$ cat config.mk
export PLATFORM = sky130hd
export DESIGN_NAME = cmp_pred_unit
export DESIGN_NICKNAME = d
export VERILOG_FILES = /design/src/rtl/cmp_pred_unit.sv
export SDC_FILE = /design/constraint.sdc
export NUM_CORES = 1
export LEC_CHECK = 0
export BUFFER_PORTS_ARGS = -buffer_cell sky130_fd_sc_hd__buf_2
export CORE_MARGIN = 4
export CORE_UTILIZATION = 40
export CTS_CLUSTER_DIAMETER = 60
export DETAILED_ROUTE_END_ITERATION = 10
export GPL_ROUTABILITY_DRIVEN = 0
export PLACE_DENSITY = 0.69
export SLEW_MARGIN = 20
export SYNTH_ARGS = -nofsm -noshare
export SYNTH_HDL_FRONTEND = slang
export SYNTH_SLANG_ARGS = --single-unit
$ cat constraint.sdc
create_clock -name clk -period 6.1 [get_ports clk]
set_clock_uncertainty 0.05 [all_clocks]
set_input_delay 0.305 -clock clk [delete_from_list [all_inputs] [get_ports clk]]
set_output_delay 0.305 -clock clk [all_outputs]
set_load 0.01 [all_outputs]
$ cat src/rtl/cmp_pred_unit.sv
module cmp_pred_unit #(
  parameter int DW    = 32,
  parameter int NPRED = 16,
  localparam int IW   = $clog2(NPRED)
) (
  input  logic          clk,
  input  logic          rst_n,
  input  logic          issue_vld,
  input  logic [DW-1:0] src_a,
  input  logic [DW-1:0] src_b,
  input  logic [2:0]    cond,
  input  logic [IW-1:0] guard_idx,
  input  logic [IW-1:0] dst1_idx,
  input  logic [IW-1:0] dst2_idx,
  input  logic [2:0]    act1,
  input  logic [2:0]    act2,
  input  logic [IW-1:0] rd_idx,
  output logic          rd_val
);

  logic [NPRED-1:1] pf_q;
  logic [NPRED-1:0] pf, pf_nxt;
  logic             res, guard;
  logic [1:0]       w1, w2;

  assign pf     = {pf_q, 1'b1};
  assign guard  = pf[guard_idx];
  assign rd_val = pf[rd_idx];

  always_comb begin
    case (cond)
      3'd0:    res = (src_a == src_b);
      3'd1:    res = (src_a != src_b);
      3'd2:    res = ($signed(src_a) <  $signed(src_b));
      3'd3:    res = ($signed(src_a) <= $signed(src_b));
      3'd4:    res = ($signed(src_a) >  $signed(src_b));
      3'd5:    res = ($signed(src_a) >= $signed(src_b));
      3'd6:    res = (src_a <  src_b);
      default: res = (src_a >= src_b);
    endcase
  end

  // returns {write enable, write value}
  function automatic logic [1:0] act_fn(input logic [2:0] a, input logic g, input logic r);
    case (a)
      3'd0:    act_fn = {1'b1, g & r};
      3'd1:    act_fn = {1'b1, g & ~r};
      3'd2:    act_fn = {g & r,  1'b1};
      3'd3:    act_fn = {g & ~r, 1'b1};
      3'd4:    act_fn = {g & ~r, 1'b0};
      3'd5:    act_fn = {g & r,  1'b0};
      default: act_fn = 2'b00;
    endcase
  endfunction

  assign w1 = act_fn(act1, guard, res);
  assign w2 = act_fn(act2, guard, res);

  always_comb begin
    pf_nxt = pf;
    if (issue_vld) begin
      if (w1[1]) pf_nxt[dst1_idx] = w1[0];
      if (w2[1]) pf_nxt[dst2_idx] = w2[0];
    end
  end

  always_ff @(posedge clk) begin
    if (!rst_n) pf_q <= '0;
    else        pf_q <= pf_nxt[NPRED-1:1];
  end


  entry0_true_chk: assert property (@(posedge clk) disable iff (!rst_n)
    (rd_idx == '0) |-> rd_val);


  idle_stable_chk: assert property (@(posedge clk) disable iff (!rst_n)
    !issue_vld |=> $stable(pf_q));


  or_only_rises_chk: assert property (@(posedge clk) disable iff (!rst_n)
    (issue_vld && act1 inside {3'd2, 3'd3} && act2 inside {3'd2, 3'd3})
      |=> (($past(pf_q) & ~pf_q) == '0));


  and_only_falls_chk: assert property (@(posedge clk) disable iff (!rst_n)
    (issue_vld && act1 inside {3'd4, 3'd5} && act2 inside {3'd4, 3'd5})
      |=> ((~$past(pf_q) & pf_q) == '0));


  uncond_guard_off_chk: assert property (@(posedge clk) disable iff (!rst_n)
    (issue_vld && !pf[guard_idx] && act2 inside {3'd0, 3'd1} && dst2_idx != '0)
      |=> !pf[$past(dst2_idx)]);


  reserved_act_chk: assert property (@(posedge clk) disable iff (!rst_n)
    (issue_vld && act1[2:1] == 2'b11 && act2[2:1] == 2'b11) |=> $stable(pf_q));

endmodule

Word level (Yosys, flattened, before mapping)
Index checks and enable logic that the tools add are counted.

Logic and storage cells: 55. Flip-flop bits (word level): 15. Output and inout port bits: 1. Bits of input ports: 92.

Reduce and logical (&&, ||, !) cells: 5. Bitwise operators: 3. Mux-type cells: 16. Eq/ne operators: 18. Magnitude comparators: 12.

Operators with widths (number): $ge A32 B32 Y1 (2); $lt A32 B32 Y1 (2); $mux W16 (3); $bwmux W16 (2); $eq A32 B32 Y1 (1); $gt A32 B32 Y1 (1); $le A32 B32 Y1 (1); $ne A32 B32 Y1 (1); $pmux W2 S6 (2); $eq A3 B3 Y1 const B (7); $lt A4 B5 Y1 const B (4); $eq A3 B2 Y1 const B (6); $eq A3 B1 Y1 const B (3); $logic_not A3 Y1 (3); $bmux W1 S4 (2); $demux W1 S4 (2); $ge A4 B1 Y1 const B (2); $pmux W1 S7 (1); $mux W1 (4); $and A1 B1 Y1 (2); $logic_and A1 B1 Y1 (2); $not A1 Y1 (1).

Longest topological paths before layout
Depth after elaboration: 10. Mapped depth: 14. Depth with buffers taken out: 12.

Worst setup path before layout
No wires, ideal clock.

Path kind: input to register. From: in src_b[31]. To: reg pf_q[8] (netlist bit). Arrival: 3.549 ns. Setup slack: 2.383 ns. Stages: 14. Library setup time: 0.119 ns. Buffers on the path: 2. Required time: 5.931 ns. Cell sequence: inv_1 -> ha_1 -> buf_6 -> nand4_4 -> or4_4 -> a311o_1 -> and3_4 -> a311oi_2 -> a21boi_2 -> buf_6 -> mux2i_2 -> nand3_1 -> o211a_1 -> o221a_1.

Cells in the longest elaborated chain, start to end: 10. Elaborated cells between the ends (all ways): 19. Classes of those cells: order compare: 6; eq/ne: 2; mux: 8; bitwise: 3.

RTL lines: start: declaration (line 10) `input logic [DW-1:0] src_b,`; $ge A32 B32 Y1, or another cell as far along (line 39) `default: res = (src_a >= src_b);`; $pmux W1 S7 (*) (line 31) `case (cond)`; $not A1 Y1 (line 47, 49, 50); $and A1 B1 Y1 (line 47, 49, 50); $pmux W2 S6 (line 45) `case (a)`; $bwmux W16 (line 62) `if (w1[1]) pf_nxt[dst1_idx] = w1[0];`; $mux W16 (line 62); $mux W16 (line 61) `if (issue_vld) begin`; $bwmux W16 (line 63) `if (w2[1]) pf_nxt[dst2_idx] = w2[0];`; $mux W16 (*) (line 63); end signal: assignment (line 69) `else pf_q <= pf_nxt[NPRED-1:1];`; end: declaration (line 21) `logic [NPRED-1:1] pf_q;`.

Mark *: on every way between the ends. The rest lies on a longest branch, timed or not. The select of a mux whose other input is x is not followed. A chain may end at the register's enable or synchronous reset.

Worst setup path in the final report
From: in src_a[31]. To: reg pf_q[8] (netlist bit).

Cells in the longest elaborated chain, start to end: 10. Elaborated cells between the ends (all ways): 19. Classes of those cells: order compare: 6; eq/ne: 2; mux: 8; bitwise: 3.

RTL lines: start: declaration (line 9) `input logic [DW-1:0] src_a,`; $ge A32 B32 Y1, or another cell as far along (line 39); $pmux W1 S7 (*) (line 31); $not A1 Y1 (line 47, 49, 50); $and A1 B1 Y1 (line 47, 49, 50); $pmux W2 S6 (line 45); $bwmux W16 (line 62); $mux W16 (line 62); $mux W16 (line 61); $bwmux W16 (line 63); $mux W16 (*) (line 63).

Marks and branches as above.

==> impl_metrics.toml <==
[synth]
yosysSeqAreaShare_pct = 10.75
yosys.area.top_type = "ha_1"
synth-seq-cells = 15
syn_area_per_cell_sq_um = 7.889
synth_commonest_cells = "inv_1 (39), ha_1 (32), nand2_1 (30)"
yosysMostFrequentCell = "inv_1"
yosys-top-cells-area = "ha_1 (14%), dfxtp_1 (11%), mux4_2 (5.6%), inv_1 (5.2%), a21oi_1 (4.8%)"
yosys_warnings = 0
syn_nets = 478
synth-edff-count = 0
syn-instance-count = 354
netlist_area_sq_um = 2793
synth.distinct_cells = 72
async_flop_share_pct = 0
synth_top_area_share_pct = 14.34
synth-main-ff-cell = "dfxtp_1"

[power]
power_leakage_nw = 1.533
switching_power_w = 0.0001427
clock_power_share_pct = 22.5
power.share.combinational_pct = 49.8
power_density_nw_per_um2 = 111.4
seq_power_share_pct = 27.7
ir_drop_uv = 47.35
power_w = 0.0003731
internal_power_w = 0.0002304
sw_frac_of_total_pct = 38.25

[finish]
stdcell_count = 538
drive_gt1_share_pct = 31.45
nNetsFinal = 567
syn_to_final_growth_pct = 19.94
top_regs = "pf_q: 15 flops"
largest_reg_flops = 15
fillers = 678
n_antenna_cell = 0
largest-register = "pf_q"

[clock_network]
root_buffer = "clkbuf_8"
h-tree-depth = 1
clk_pin_slew_ns = 0.07
ctsLongestPathBuffers = 2
cts_resized = 0
cts_buffers = 3
cts.sinks = 15
post-cts-setup-buffer-count = 0
worst_skew_pair.late_latency_ns = 0.25
cts_tree = "done"
cts_hold_buf = 0

[routing]
detail_route.drc_violations = 0
vias_per_cell = 5.714
ant_nets = 0
totalWireLength_mm = 8.022
post_drt_wl_per_cell_um = 14.91
vias = 3074
drtIter0Drc = 173
dr.pass1.iters = 4

[worst_setup_path]
path_cells = "buf_2, ha_1, nand4_4, or4_4, a311o_1, and3_4, a311oi_2, a21boi_2, mux2i_2, nand3_1, o211a_1, o221a_1"
end_kind = "register"
critPathKind = "in2reg"
worst-path-buf-inv = 1
critPathTopFamily = "compound AO/OA/AOI/OAI gates"
worstPathArrival_ns = 4.20
crit_fanout = 10
required_ns = 6.20
r2r-start = "pf_q[1]$_SDFFE_PN0P_"
start_kind = "input port"
critPathLaunch = "src_a[31]"
slowest_stage = "a21boi_2"
cpPeakStageDelay_ns = 0.57

[placed_design]
dpl.hpwl_mm = 6.770
dp_slack_ns = 1.721
port_buffers = 92
dp_cells = 534

[die]
num_rows = 30
dieArea_sq_um = 8382
coreArea_sq_um = 6794
die_y_um = 91.56
die_w_um = 91.56
io-pin-count = 93
initial_utilization_pct = 41.10

[hold_path]
hp-class = "in2reg"
hp-start = "rst_n"

[timing]
fmax_mhz = 243.8
timing.final.crit_period_ns = 4.101
rsz0062_at_grt = "no"
setup_viol = 0
finalHoldViolCount = 0
final_min_period_over_clock_period_pct = 67.23
setup_tns_ns = 0
maxSlewHeadroom_pct = 44.24
hold-worst-slack_ns = 0.2728
tightest_slew_ns = 0.8364
slew_violations = 0
setup_ws_ns = 1.999

[job]
cap_violations = 0

[grt]
grt_max_degree = 19
gr-usage-all-layers_pct = 18.97
antenna_found_initial = 0
gr-total-overflow = 0
grt_pass1_vias = 2900
grt_pass1_wl_mm = 13.34

[status]
status = "complete, no violations"
## metal layers
| metal | vias to the layer above | part of all wire [%] | global-route usage (%) |
|---|---|---|---|
| li1 | 1548 | - | - |
| met1 | 1367 | 41 | 23.85 |
| met2 | 146 | 48 | 33.41 |
| met3 | 13 | 8.9 | 2.651 |
| met4 | 0 | 1.8 | 5.402 |
| met5 | - | 0 | 0 |
## worst paths after layout
kind	endpoint	slack, ns	depth (start not counted)
hold reg to reg	pf_q[5]$_SDFFE_PN0P_	0.46	2
setup / recovery	pf_q[8]$_SDFFE_PN0P_	2.00	12
setup reg to reg	pf_q[12]$_SDFFE_PN0P_	2.73	10
hold / removal	pf_q[8]$_SDFFE_PN0P_	0.27	2
## layout by cell type, fill, tap and decap left out, drive strengths merged, types with 4 or more instances in the layout
cell,count
nor3,11
or4,10
nor4,4
mux4,7
o21bai,4
o211ai,10
mux2i,8
nor2,19
nand2b,8
a31oi,8
nand3,4
inv,39
a211oi,4
or2,6
nand4,10
buf,92
a21oi,27
o31ai,4
dfxtp,15
o32ai,4
o21ai,14
and2,4
clkbuf,4
or2b,5
a2bb2oi,4
ha,32
nand2,30
a221o,9
## area by class of cell
type                       count  area [sq um]  area share [%]
clock buffer                   4         45.04           1.345
inverter                      39         146.4           4.371
multi-input combinational    292          2277           67.99
sequential                    15         300.3           8.965
tap                           96         120.1           3.586
timing repair buffer          92         460.4           13.75
## through the flow
step	utilization [%]	area [sq um]
after floorplan	-	2793
after global placement	48.64	3304
after detailed placement	48.64	3304
after CTS	49.30	3349
after global routing	49.30	3349
final	49.30	3349
## power groups by stage
stage,registers (W),logic (W),clock network (W)
after floorplan,0.000104,0.000126,0
after global placement,0.000105,0.000181,0
after detailed placement,0.000105,0.000184,0
after CTS,0.000103,0.000185,0.0000826
after global routing,0.000104,0.000208,0.0000866
final,0.000103,0.000186,0.0000840
## logic make-up (layout without fill, tap and decap cells)
family                     Yosys count  count (layout)  synth area share [%]
and+or+nand+nor                    127             127                 25.85
AOI/OAI and AO/OA                  114             114                 30.47
buffers and inverters               47             135                 7.706
adders and majority gates           32              32                 14.34
muxes                               18              18                 10.57
DFF                                 15              15                 10.75
xor gates and xnor gates             1               1                0.3137
Power figures use the tool's default switching activity.
